## src/rtl/evlog_pkg.sv

```systemverilog
package evlog_pkg;

    localparam int REC_W     = 256;
    localparam int REC_BYTES = 32;
    localparam int REC_SHIFT = 5;
    localparam int DEVID_W   = 16;
    localparam int INFO_W    = 8;
    localparam int EADDR_W   = 64;
    localparam int INFO_LSB  = 55;
    localparam int EADDR_LSB = 63;

    localparam int ST_OVF   = 0;
    localparam int ST_NEW   = 1;
    localparam int ST_ABORT = 2;
    localparam int ST_N     = 3;

    typedef enum logic [2:0] {
        EV_PAGE_FAULT  = 3'd0,
        EV_PT_READ_ERR = 3'd1,
        EV_DT_READ_ERR = 3'd2,
        EV_ILLEGAL_CMD = 3'd3,
        EV_BAD_DTE     = 3'd4
    } ev_kind_e;

    typedef struct packed {
        ev_kind_e             kind;
        logic [DEVID_W-1:0]   devid;
        logic [INFO_W-1:0]    info;
        logic [EADDR_W-1:0]   addr;
    } ev_req_t;

    typedef enum logic {
        WR_IDLE = 1'b0,
        WR_BUSY = 1'b1
    } wr_state_e;

    function automatic logic [REC_W-1:0] pack_record(input ev_req_t r);
        logic [REC_W-1:0] rec;
        rec = '0;
        rec[DEVID_W-1:0]            = r.devid;
        rec[INFO_LSB +: INFO_W]     = r.info;
        rec[EADDR_LSB +: EADDR_W]   = r.addr;
        return rec;
    endfunction

    function automatic logic raises_abort(input ev_kind_e k);
        return (k == EV_PAGE_FAULT) || (k == EV_PT_READ_ERR) || (k == EV_DT_READ_ERR);
    endfunction

endpackage

```

## src/rtl/evlog_ptrs.sv

```systemverilog
module evlog_ptrs
    import evlog_pkg::*;
#(
    parameter int ADDR_W = 48,
    parameter int PTR_W  = 20,
    parameter int SIZE_W = 4
) (
    input  logic              clk,
    input  logic              rst,
    input  logic              cfg_wr,
    input  logic [ADDR_W-1:0] cfg_base,
    input  logic [SIZE_W-1:0] cfg_size,
    input  logic              head_wr,
    input  logic [PTR_W-1:0]  head_wdata,
    input  logic              tail_wr,
    input  logic [PTR_W-1:0]  tail_wdata,
    input  logic              commit,
    output logic [ADDR_W-1:0] base_q,
    output logic [PTR_W-1:0]  head_q,
    output logic [PTR_W-1:0]  tail_q,
    output logic              full
);
    localparam int LEN_W = PTR_W + 1;

    logic [SIZE_W-1:0] size_q;
    logic [LEN_W-1:0]  len_bytes;

    always_comb begin
        len_bytes = LEN_W'(REC_BYTES) << size_q;
        full      = {1'b0, tail_q} >= len_bytes;
    end

    always_ff @(posedge clk) begin
        if (rst) begin
            base_q <= '0;
            size_q <= '0;
            head_q <= '0;
            tail_q <= '0;
        end else begin
            if (cfg_wr) begin
                base_q <= {cfg_base[ADDR_W-1:REC_SHIFT], {REC_SHIFT{1'b0}}};
                size_q <= cfg_size;
            end
            if (head_wr)
                head_q <= {head_wdata[PTR_W-1:REC_SHIFT], {REC_SHIFT{1'b0}}};
            if (tail_wr)
                tail_q <= {tail_wdata[PTR_W-1:REC_SHIFT], {REC_SHIFT{1'b0}}};
            else if (commit)
                tail_q <= tail_q + PTR_W'(REC_BYTES);
        end
    end

    assert_tail_step_R5: assert property (@(posedge clk) disable iff (rst)
        (commit && !tail_wr) |=> (tail_q == $past(tail_q) + PTR_W'(REC_BYTES)));

    assert_tail_aligned_R9: assert property (@(posedge clk) disable iff (rst)
        tail_q[REC_SHIFT-1:0] == '0);

endmodule

```

## src/rtl/evlog_status.sv

```systemverilog
module evlog_status
    import evlog_pkg::*;
(
    input  logic            clk,
    input  logic            rst,
    input  logic            en_global,
    input  logic            en_log,
    input  logic [ST_N-1:0] set,
    input  logic [ST_N-1:0] clr,
    output logic [ST_N-1:0] sts,
    output logic            running
);
    for (genvar i = 0; i < ST_N; i++) begin : g_bit
        always_ff @(posedge clk) begin
            if (rst)
                sts[i] <= 1'b0;
            else if (set[i])
                sts[i] <= 1'b1;
            else if (clr[i])
                sts[i] <= 1'b0;
        end
    end

    always_ff @(posedge clk) begin
        if (rst)
            running <= 1'b0;
        else
            running <= en_global & en_log;
    end

    assert_ovf_sticky_R8: assert property (@(posedge clk) disable iff (rst)
        (sts[ST_OVF] && !clr[ST_OVF]) |=> sts[ST_OVF]);

    assert_set_wins_R8: assert property (@(posedge clk) disable iff (rst)
        set[ST_NEW] |=> sts[ST_NEW]);

    assert_running_mirror_R2: assert property (@(posedge clk) disable iff (rst)
        $past(!rst) |-> (running == $past(en_global & en_log)));

endmodule

```

## src/rtl/evlog_fsm.sv

```systemverilog
module evlog_fsm
    import evlog_pkg::*;
#(
    parameter int ADDR_W = 48,
    parameter int PTR_W  = 20
) (
    input  logic              clk,
    input  logic              rst,
    input  logic              ev_valid,
    input  ev_req_t           ev,
    input  logic              running,
    input  logic              ovf,
    input  logic              full,
    input  logic [ADDR_W-1:0] base_q,
    input  logic [PTR_W-1:0]  tail_q,
    input  logic              mem_ready,
    output logic              ev_ready,
    output logic              mem_valid,
    output logic [ADDR_W-1:0] mem_addr,
    output logic [REC_W-1:0]  mem_data,
    output logic [ST_N-1:0]   sts_set,
    output logic              commit,
    output logic              irq
);
    wr_state_e state;
    logic      accept;
    logic      go_write;
    logic      hit_full;

    always_comb begin
        ev_ready  = (state == WR_IDLE);
        mem_valid = (state == WR_BUSY);
        accept    = ev_valid && ev_ready;
        go_write  = accept && running && !ovf && !full;
        hit_full  = accept && running && !ovf && full;
        commit    = mem_valid && mem_ready;
        sts_set           = '0;
        sts_set[ST_OVF]   = hit_full;
        sts_set[ST_NEW]   = commit;
        sts_set[ST_ABORT] = accept && raises_abort(ev.kind);
    end

    always_ff @(posedge clk) begin
        if (rst) begin
            state    <= WR_IDLE;
            mem_addr <= '0;
            mem_data <= '0;
            irq      <= 1'b0;
        end else begin
            irq <= hit_full || commit;
            if (go_write) begin
                state    <= WR_BUSY;
                mem_addr <= base_q + ADDR_W'(tail_q);
                mem_data <= pack_record(ev);
            end else if (commit) begin
                state <= WR_IDLE;
            end
        end
    end

    assert_req_hold_R6: assert property (@(posedge clk) disable iff (rst)
        (mem_valid && !mem_ready) |=> (mem_valid && $stable(mem_addr) && $stable(mem_data)));

    assert_no_accept_inflight_R6: assert property (@(posedge clk) disable iff (rst)
        mem_valid |-> !ev_ready);

    assert_full_no_write_R3: assert property (@(posedge clk) disable iff (rst)
        hit_full |=> (!mem_valid && irq));

    assert_drop_quiet_R2: assert property (@(posedge clk) disable iff (rst)
        (accept && !running) |=> (!mem_valid && !irq));

    assert_irq_single_R5: assert property (@(posedge clk) disable iff (rst)
        irq |=> !irq);

endmodule

```

## src/rtl/evlog_writer.sv

```systemverilog
module evlog_writer
    import evlog_pkg::*;
#(
    parameter int ADDR_W = 48,
    parameter int PTR_W  = 20,
    parameter int SIZE_W = 4
) (
    input  logic              clk,
    input  logic              rst,
    input  logic              ctl_global_en,
    input  logic              ctl_log_en,
    input  logic              cfg_wr,
    input  logic [ADDR_W-1:0] cfg_base,
    input  logic [SIZE_W-1:0] cfg_size,
    input  logic              head_wr,
    input  logic [PTR_W-1:0]  head_wdata,
    input  logic              tail_wr,
    input  logic [PTR_W-1:0]  tail_wdata,
    input  logic [ST_N-1:0]   sts_clr,
    input  logic              ev_valid,
    output logic              ev_ready,
    input  logic [2:0]        ev_kind,
    input  logic [DEVID_W-1:0] ev_devid,
    input  logic [INFO_W-1:0] ev_info,
    input  logic [EADDR_W-1:0] ev_addr,
    output logic              mem_valid,
    input  logic              mem_ready,
    output logic [ADDR_W-1:0] mem_addr,
    output logic [REC_W-1:0]  mem_data,
    output logic [PTR_W-1:0]  head_q,
    output logic [PTR_W-1:0]  tail_q,
    output logic              sts_overflow,
    output logic              sts_new_event,
    output logic              sts_target_abort,
    output logic              sts_running,
    output logic              irq
);
    ev_req_t           ev;
    logic [ADDR_W-1:0] base_q;
    logic              full;
    logic              commit;
    logic [ST_N-1:0]   sts_set;
    logic [ST_N-1:0]   sts;

    always_comb begin
        ev.kind  = ev_kind_e'(ev_kind);
        ev.devid = ev_devid;
        ev.info  = ev_info;
        ev.addr  = ev_addr;
        sts_overflow     = sts[ST_OVF];
        sts_new_event    = sts[ST_NEW];
        sts_target_abort = sts[ST_ABORT];
    end

    evlog_ptrs #(.ADDR_W(ADDR_W), .PTR_W(PTR_W), .SIZE_W(SIZE_W)) u_ptrs (
        .clk        (clk),
        .rst        (rst),
        .cfg_wr     (cfg_wr),
        .cfg_base   (cfg_base),
        .cfg_size   (cfg_size),
        .head_wr    (head_wr),
        .head_wdata (head_wdata),
        .tail_wr    (tail_wr),
        .tail_wdata (tail_wdata),
        .commit     (commit),
        .base_q     (base_q),
        .head_q     (head_q),
        .tail_q     (tail_q),
        .full       (full)
    );

    evlog_status u_status (
        .clk       (clk),
        .rst       (rst),
        .en_global (ctl_global_en),
        .en_log    (ctl_log_en),
        .set       (sts_set),
        .clr       (sts_clr),
        .sts       (sts),
        .running   (sts_running)
    );

    evlog_fsm #(.ADDR_W(ADDR_W), .PTR_W(PTR_W)) u_fsm (
        .clk       (clk),
        .rst       (rst),
        .ev_valid  (ev_valid),
        .ev        (ev),
        .running   (sts_running),
        .ovf       (sts[ST_OVF]),
        .full      (full),
        .base_q    (base_q),
        .tail_q    (tail_q),
        .mem_ready (mem_ready),
        .ev_ready  (ev_ready),
        .mem_valid (mem_valid),
        .mem_addr  (mem_addr),
        .mem_data  (mem_data),
        .sts_set   (sts_set),
        .commit    (commit),
        .irq       (irq)
    );

endmodule

```

## config.mk

```make
export PLATFORM = sky130hd
export DESIGN_NAME = evlog_writer
export DESIGN_NICKNAME = d
export VERILOG_FILES = /design/src/rtl/evlog_pkg.sv /design/src/rtl/evlog_ptrs.sv /design/src/rtl/evlog_status.sv /design/src/rtl/evlog_fsm.sv /design/src/rtl/evlog_writer.sv
export SDC_FILE = /design/constraint.sdc
export NUM_CORES = 1
export LEC_CHECK = 0
export BUFFER_PORTS_ARGS = -buffer_cell sky130_fd_sc_hd__buf_2
export CAP_MARGIN = 5
export CORE_AREA = 2 2 215 217
export CTS_CLUSTER_SIZE = 40
export DETAILED_ROUTE_END_ITERATION = 6
export DIE_AREA = 0 0 217 219
export GPL_TIMING_DRIVEN = 0
export PLACE_DENSITY = 0.56
export SLEW_MARGIN = 10
export SYNTH_ARGS = -nofsm -noshare
export SYNTH_HDL_FRONTEND = slang
export SYNTH_SLANG_ARGS = --single-unit
```

## constraint.sdc

```tcl
create_clock -name clk -period 6.5 [get_ports clk]
set_clock_uncertainty 0.05 [all_clocks]
set_input_delay 1.3 -clock clk [delete_from_list [all_inputs] [get_ports clk]]
set_output_delay 1.3 -clock clk [all_outputs]
set_load 0.02 [all_outputs]
```

# ---- After elaboration in Yosys (flattened, before gate mapping)
# Index checks and enable logic that the tools add are counted.
dict set report totals {
  reg_bits 224
  latchBits 0
  ramBits 0
  rom_bits 0
  in_bits 195
  memories 0
}
dict set report classes {
  add_sub_neg 2
  mul 0
  div_mod_pow 0
  order_cmp 1
  n_eq_ne 2
  n_shift 1
  n_mux 10
  bitwise 2
  reduce_logical 19
}
# op count
set op_table {}
lappend op_table {{48-bit by 20-bit adder with 48-bit output} 1}
lappend op_table {{20-bit two-way mux} 2}
lappend op_table {{20-bit by 21-bit >= comparator with 1-bit output} 1}
lappend op_table {{6-bit by 4-bit left shift with 21-bit output, first input constant} 1}
lappend op_table {{20-bit by 6-bit adder with 20-bit output, second input constant} 1}
lappend op_table {{2-bit nonzero test} 5}
lappend op_table {{1-bit two-way mux} 8}
lappend op_table {{1-bit logical AND} 7}
lappend op_table {{3-bit by 1-bit equality test with 1-bit output, second input constant} 1}
lappend op_table {{3-bit by 2-bit equality test with 1-bit output, second input constant} 1}
lappend op_table {{3-bit logical NOT} 1}
lappend op_table {{1-bit logical OR} 3}
lappend op_table {{1-bit logical NOT} 2}
lappend op_table {{2-bit OR reduction} 1}
lappend op_table {{1-bit bitwise AND} 1}
lappend op_table {{1-bit NOT} 1}

# ---- Longest topological paths before layout
# Gate-level depths: netlist of run 1.
dict set report logic_depth {
  word_depth 6
  mapped_depth 11
  mapped_depth_nobuf 9
}

# ---- Modules after synthesis
# A second synthesis of run 1 with hierarchy kept.
dict set report hier_totals {
  hier_cells 1357
  hier_area_um2 11332.1
}
# module n_inst cells_per_inst area_each_um2 seq_area_each_um2
set modules_own_cells {}
lappend modules_own_cells {evlog_fsm 1 969 7671.1 2762.6}
lappend modules_own_cells {evlog_ptrs 1 373 3528.4 1541.5}
lappend modules_own_cells {evlog_status 1 15 132.6 80.1}

# ---- Worst setup path after synthesis of run 1
# OpenSTA, ideal clock, no wires.
dict set report synth_path {
  path_kind {register to register}
  startpoint {register u_ptrs.tail_q[5]}
  endpoint {register u_fsm.mem_addr[37]}
  setup_ps 74
  arrival_ps 2735
  required_ps 6376
  setup_slack_ps 3641
  path_stages_with_launch 11
  synth_period_minus_slack_ps 2859
  path_cell_list {dfxtp_1 > ha_1 > inv_1 > fa_1 > and2b_2 > o2111ai_4 > a2111oi_4 > o31ai_2 > buf_6 > or4_1 > a31oi_1}
}
dict set report synth_between {
  elab_chain_cells 3
  elab_cells_between_ends 4
  cone_classes {add/sub: 1; order compare: 1; reduce/logical: 2}
}
# element line_no
set synth_rtl {}
lappend synth_rtl {{from (decl)} evlog_ptrs.sv:20} ;# output logic [PTR_W-1:0] tail_q,
lappend synth_rtl {{from (signal assigned)} evlog_ptrs.sv:47} ;# tail_q <= {tail_wdata[PTR_W-1:REC_SHIFT], {REC_SHIFT{1'b0}}};
lappend synth_rtl {{from (signal assigned)} evlog_ptrs.sv:49} ;# tail_q <= tail_q + PTR_W'(REC_BYTES);
lappend synth_rtl {{branches (longest 3 deep; another with 48-bit by 20-bit adder with 48-bit output)} -}
lappend synth_rtl {{to (signal assigned)} evlog_fsm.sv:53} ;# mem_addr <= base_q + ADDR_W'(tail_q);
lappend synth_rtl {{to (decl)} evlog_fsm.sv:19} ;# output logic [ADDR_W-1:0] mem_addr,
# Parallel ways; which one is timed is not known.
# A chain may end at the register's enable or synchronous reset.

# ---- Worst setup path after layout of run 1
dict set report layout_path {
  startpoint {register u_ptrs.size_q[2]}
  endpoint {register u_fsm.mem_addr[9]}
}
dict set report layout_between {
  elab_chain_cells 4
}
# element line_no
set layout_rtl {}
lappend layout_rtl {{from (decl)} evlog_ptrs.sv:25} ;# logic [SIZE_W-1:0] size_q;
lappend layout_rtl {{from (signal assigned)} evlog_ptrs.sv:42} ;# size_q <= cfg_size;
lappend layout_rtl {{6-bit by 4-bit left shift with 21-bit output} evlog_ptrs.sv:29} ;# len_bytes = LEN_W'(REC_BYTES) << size_q;
lappend layout_rtl {{20-bit by 21-bit >= comparator with 1-bit output} evlog_ptrs.sv:30} ;# full = {1'b0, tail_q} >= len_bytes;
lappend layout_rtl {{1-bit logical NOT} evlog_fsm.sv:34} ;# go_write = accept && running && !ovf && !full;
lappend layout_rtl {{1-bit logical AND} evlog_fsm.sv:34}
# No other way between the ends.

==> results of run 1 <==
[through the flow]
| stage | util [%] | setup WS, ps |
|---|---|---|
| 2_1_floorplan | - | 3640 |
| 3_3_place_gp | 31.8 | 2390 |
| 3_5_place_dp | 31.8 | 2420 |
| 4_1_cts | 33.8 | 2500 |
| 5_1_grt | 33.8 | 2180 |
| 6_report | 33.9 | 2640 |
[final cells by class]
class	count	share of cell area (%)
Sequential cell	214	28.1
Tap cell	600	4.92
Timing Repair Buffer	343	11.2
Multi-Input combinational cell	1063	38.2
Clock inverter	8	0.852
Inverter	20	0.492
Clock buffer	39	5.11
Antenna cell	5	0.0819
Buffer	260	11.1
[cells in the mapped netlist (13+ instances only)]
library cell	instances	share of area (%)
a21oi_1	133	5.9
a31oi_1	24	1.3
and3_1	13	0.73
buf_2	19	0.85
buf_4	183	12
clkbuf_1	54	1.8
dfxtp_1	214	38
ha_1	31	3.5
inv_1	20	0.67
mux2i_1	69	6.2
nand2_1	244	8.2
nand3_1	30	1.3
nor2_1	104	3.5
nor3_1	20	0.89
o21a_1	13	0.87
o21ai_0	42	1.9
or3_1	13	0.73
[worst max path at each step]
stage                               endpoint  cells after the start
after floorplan           u_fsm.mem_addr[37]                     10
after global routing      u_fsm.mem_addr[20]                     11
after detailed placement   u_fsm.mem_addr[9]                      8
after global placement    u_fsm.mem_addr[10]                      8
after CTS                 u_fsm.mem_addr[22]                     11
final                      u_fsm.mem_addr[9]                     11
[kinds of logic after synthesis]
group                      share of synthesized area (%)
DFF                                                 38.3
other                                             0.0335
and+or+nand+nor                                     18.6
adders and majority gates                           3.64
muxes                                               6.17
xor gates and xnor gates                            1.72
AOI/OAI and AO/OA                                   15.7
buffers and inverters                               15.8
[power by group]
part | internal (mW) | switching [mW] | total [mW]
combinational | 0.224 | 0.342 | 0.567
sequential | 1.36 | 0.0491 | 1.41
clock | 0.945 | 0.592 | 1.54
total | 2.53 | 0.984 | 3.52
[per-layer routing]
layer  vias to the layer above  global-route usage, %  wire length (microns)
met4                         8                   4.41                    949
met3                        55                   4.10                   3110
met5                         -                      0                     57
met1                      4994                   19.1                  16800
met2                       395                   29.3                  20400
li1                       5475                      -                      -
[worst register-to-register path, cell delays in order, from the launching register on]
cell and delay, ps:
dfxtp_1 460, nor2b_1 330, nand3_1 130, ha_1 310, a21o_1 180, a21o_1 180, nor3_1 240, o2bb2ai_1 330
clkbuf_1 730, buf_2 430, nand2_1 220, a21oi_1 170
[flip-flops by register name, summed over array words and instances (netlist names)]
signal,cells
u_fsm.mem_data,88
u_fsm.irq,1
u_ptrs.size_q,4
u_ptrs.head_q,15
u_status.sts,3
u_status.running,1
u_fsm.mem_valid,1
u_ptrs.base_q,43
u_fsm.mem_addr,43
u_ptrs.tail_q,15
==> impl_metrics.yaml, run 1 <==
floorplanning:
  design.core.area_sq_um: 45100
  start_util_pct: 24.8
  die_x_microns: 217
  pin_count: 546
  fp.dieH_microns: 219
  die-area_sq_um: 47500
  std_cell_rows: 78
worst_setup_path:
  crit_start: "u_ptrs.size_q[2]"
  regToRegSetupSlack_ps: 2640
  timing.rr.start: "u_ptrs.size_q[2]"
  path_max_fanout: 10
  cp_slowest_cell: "clkbuf_1"
  crit_family: "buffers and inverters"
  start_kind: "flop"
  r2r_cells: 11
  criticalPathCategory: "reg -> reg"
  required_ps: 6920
  slowest_delay_ps: 730
  crit_buf_inv: 2
  path_cells: "nor2b_1 -> nand3_1 -> ha_1 -> a21o_1 -> a21o_1 -> nor3_1 -> o2bb2ai_1 -> clkbuf_1 -> buf_2 -> nand2_1 -> a21oi_1"
  end_kind: "flop"
  crit_top_cell: "a21o_1"
  r2r-end: "u_fsm.mem_addr[9]"
  critPathArrivalTime_ps: 4280
cts:
  cts_buffers: 26
  cts.clk_slew.worst_paths_ps: 60
  cts_tree: "yes"
  htree_levels: 1
  hold_buffers: 0
  cts_resized: 0
  clk_latency_ps: 560
  clock_sinks: 214
  post-cts-setup-buffer-count: 0
  cts-root-buf: "clkbuf_16"
  clockBufferDepth: 3
drt:
  routed_wl_mm: 41.3
  wl_per_cell_microns: 16.2
  final_antenna_net_count: 0
  via_count: 10927
  viasPerCell: 4.28
  drc: 0
  drt_pass1_iterations: 5
  drt_iter0_markers: 513
min_path:
  worstHoldStart: "u_fsm.mem_addr[13]"
  whs_path_depth: 2
  hold_end: "u_fsm.mem_addr[13]"
  hold_class: "reg -> reg"
logic_synthesis:
  synth_edf_count: 0
  syn_inst: 1375
  synth.distinct_cells: 64
  ys_seq_elements: 214
  synth_flop_cell: "dfxtp_1"
  async_flop_share_pct: 0
  syn_area_sq_um: 11200
  yosysSeqAreaShare_pct: 38.3
  synth_area_per_cell_sq_um: 8.14
  ys.warnings.count: 0
global_routing:
  grt_use_total_pct: 16.3
  overflow: 0
  grt_pass1_vias: 10251
  antenna_found_initial: 9
  grt_max_degree: 14
  grt_pass1_wl_mm: 60.5
timing:
  maxSlewHeadroom_pct: 36.8
  rsz0062_at_grt: "false"
  fin_crit_sh_pct: 59.4
  worstMarginPinSlew_ps: 948
  whs_ps: 398
  slew_violations: 0
  max_freq_mhz: 259
  tns_ps: 0
  finalSetupViolations: 0
  hold_viol_final: 0
  fin_crit_ps: 3860
power:
  power_density_nw_per_um2: 230
  p_leak_nw: 7.34
  totalPowerFinal_mw: 3.52
  vdd.ir_drop.worst_uv: 159
placement:
  placed_cells: 2500
  portBuffers: 343
  placedInstanceArea_sq_um: 14300
  place_congestion: 0.909
  dp_hpwl_mm: 32.9
run:
  max_cap_viol_count: 0
final_layout:
  layout.cells.non_filler: 2552
  syn_to_final_growth_pct: 36.4
  drive_above_1_share_pct: 30.9
  final_common_cell: "buf_2"
  nFillCells: 4847
  fin_area_sq_um: 15300
  regArea_sq_um: 4280
  multi_input_area_sq_um: 5830
  final_cell_mix: "buf_2, nand2_1, dfxtp_1"
  nets: 2155
run_status:
  status: "completed"
Power figures use the tool's default switching activity.
==> inputs of run 2 (changes only) <==
CORE_AREA = 2 2 210 212   (was 2 2 215 217)
DIE_AREA = 0 0 212 214   (was 0 0 217 219)
PLACE_DENSITY = 0.6   (was 0.56)
clock period = 3.3 ns   (was 6.5 ns; I/O delays follow)
==> impl_metrics.yaml, run 2 (synthesized netlist as in run 1, its figures left out) <==
run_status:
  status: "completed"
cts:
  clockBufferDepth: 3
  hold_buffers: 0
  htree_levels: 1
  cts-root-buf: "clkbuf_16"
  cts_buffers: 27
  cts.clk_slew.worst_paths_ps: 60
  clock_sinks: 214
  cts_tree: "yes"
  clk_latency_ps: 550
worst_setup_path:
  path_max_fanout: 10
  criticalPathCategory: "reg -> reg"
  end_kind: "flop"
  required_ps: 3720
  crit_top_cell: "a31oi_1"
  critPathArrivalTime_ps: 3560
  start_kind: "flop"
  cp_slowest_cell: "dfxtp_1"
  slowest_delay_ps: 550
  path_cells: "ha_1 -> a21o_1 -> a31oi_1 -> a211oi_2 -> nor2_1 -> clkbuf_1 -> o311ai_0 -> a31oi_1"
floorplanning:
  start_util_pct: 26.1
  fp.dieH_microns: 214
  std_cell_rows: 76
  die_x_microns: 212
  die-area_sq_um: 45400
  pin_count: 546
  design.core.area_sq_um: 42900
power:
  switching_share_pct: 28.3
  clkPwrFrac_pct: 43.7
  seq_power_share_pct: 40.0
  p_switching_mw: 1.96
  power_frac_comb_pct: 16.3
  p_leak_nw: 7.39
  power_density_nw_per_um2: 453
  totalPowerFinal_mw: 6.95
  intPower_mw: 4.98
  vdd.ir_drop.worst_uv: 303
drt:
  drt_pass1_iterations: 4
  wl_per_cell_microns: 16.4
  final_antenna_net_count: 0
  drc: 0
  via_count: 11126
  drt_iter0_markers: 567
  viasPerCell: 4.39
  routed_wl_mm: 41.7
final_layout:
  drive_above_1_share_pct: 32.2
  regArea_sq_um: 4290
  largest-register: "u_fsm.mem_data"
  layout.cells.non_filler: 2535
  nets: 2156
  largest_registers: "u_fsm.mem_data: 88 flops, u_fsm.mem_addr: 43 flops, u_ptrs.base_q: 43 flops"
  final_common_cell: "buf_2"
  syn_to_final_growth_pct: 36.9
  multi_input_area_sq_um: 5860
  largest_reg_flops: 88
  nFillCells: 4523
  fin_area_sq_um: 15300
  final_util_pct: 35.7
  final_cell_mix: "buf_2, nand2_1, dfxtp_1"
timing:
  hold_viol_final: 0
  slew_violations: 0
  worstMarginPinSlew_ps: 936
  finalSetupViolations: 0
  fin_crit_ps: 3140
  fin_crit_sh_pct: 95.3
  maxSlewHeadroom_pct: 37.6
  whs_ps: 295
  max_freq_mhz: 318
run:
  max_cap_viol_count: 0
placement:
  place_congestion: 0.880
  placed_cells: 2485
  placedInstanceArea_sq_um: 14300
  portBuffers: 343
  dp_hpwl_mm: 33.1
global_routing:
  grt_pass1_vias: 10521
  antenna_found_initial: 6
  grt_max_degree: 14
  overflow: 0
  grt_pass1_wl_mm: 61.6
  grt_use_total_pct: 17.5
min_path:
  hold_class: "in -> reg"
## run 2: changes by cell type in the layout (fill, tap and decap cells not counted), sizes merged
cell	previous run	this run
clkinvlp	0	4
inv	21	22
diode	5	1
clkbuf	93	92
buf	549	548
clkinv	4	3
## run 2: power by group through the flow
stage               logic (mW)  clock network [mW]  registers (mW)
finish                    1.13                3.03            2.78
global route              1.24                3.25            2.79
floorplan                0.722                   0            2.88
CTS                       1.12                3.14            2.78
detailed placement        1.11                   0            2.83
global placement          1.10                   0            2.83
## run 2: per-layer routing
layer / routed length (microns) / part of all wire, % / vias up / GRT usage (%)
met5: 62 / 0.15 / - / 0
met4: 1110 / 2.7 / 10 / 4.62
met3: 3430 / 8.2 / 70 / 4.52
met2: 20900 / 50 / 470 / 32.2
met1: 16200 / 39 / 5101 / 19.8
li1: - / - / 5475 / -
## run 2: worst paths after layout
check | from | slack (ps) | end | cells after the start
hold / removal | head_wdata[10] | 300 | u_ptrs.head_q[10] | 3
setup / recovery | u_ptrs.tail_q[9] | 160 | u_fsm.mem_addr[38] | 8
hold reg to reg | u_fsm.mem_data[90] | 400 | u_fsm.mem_data[90] | 2
setup reg to reg | u_ptrs.tail_q[9] | 160 | u_fsm.mem_addr[38] | 8
## run 2: layout make-up
class                           count  share of cell area (%)
Antenna cell                        1                  0.0163
Clock buffer                       37                    4.98
Clock inverter                     12                   0.996
Timing Repair Buffer              343                    11.2
Tap cell                          585                    4.77
Inverter                           20                   0.490
Multi-Input combinational cell   1063                    38.3
Sequential cell                   214                    28.0
Buffer                            260                    11.3
## run 2: timing repair
item | 4_1_cts | 5_1_grt
pin swaps | 0 | 1
buffers inserted | 0 | 0
gates resized for setup | 16 | 28
setup endpoints to repair | 129 | 118
## run 2: worst max-delay path, delay by kind of cell, from the launching register on
| kind | cells | cell delay [ps] |
|---|---|---|
| compound gates | 5 | 1350 |
| flops | 1 | 550 |
| buf+inv | 1 | 460 |
| fa+ha+maj | 1 | 380 |
| simple gates | 1 | 260 |
## run 2: stage by stage
stage | setup TNS, ps | setup slack, ps
5_1_grt | -1060 | -57.6
4_1_cts | 0 | 41.2
3_5_place_dp | -53730 | -753
3_3_place_gp | -47890 | -686
2_1_floorplan | 0 | 441
6_report | 0 | 156
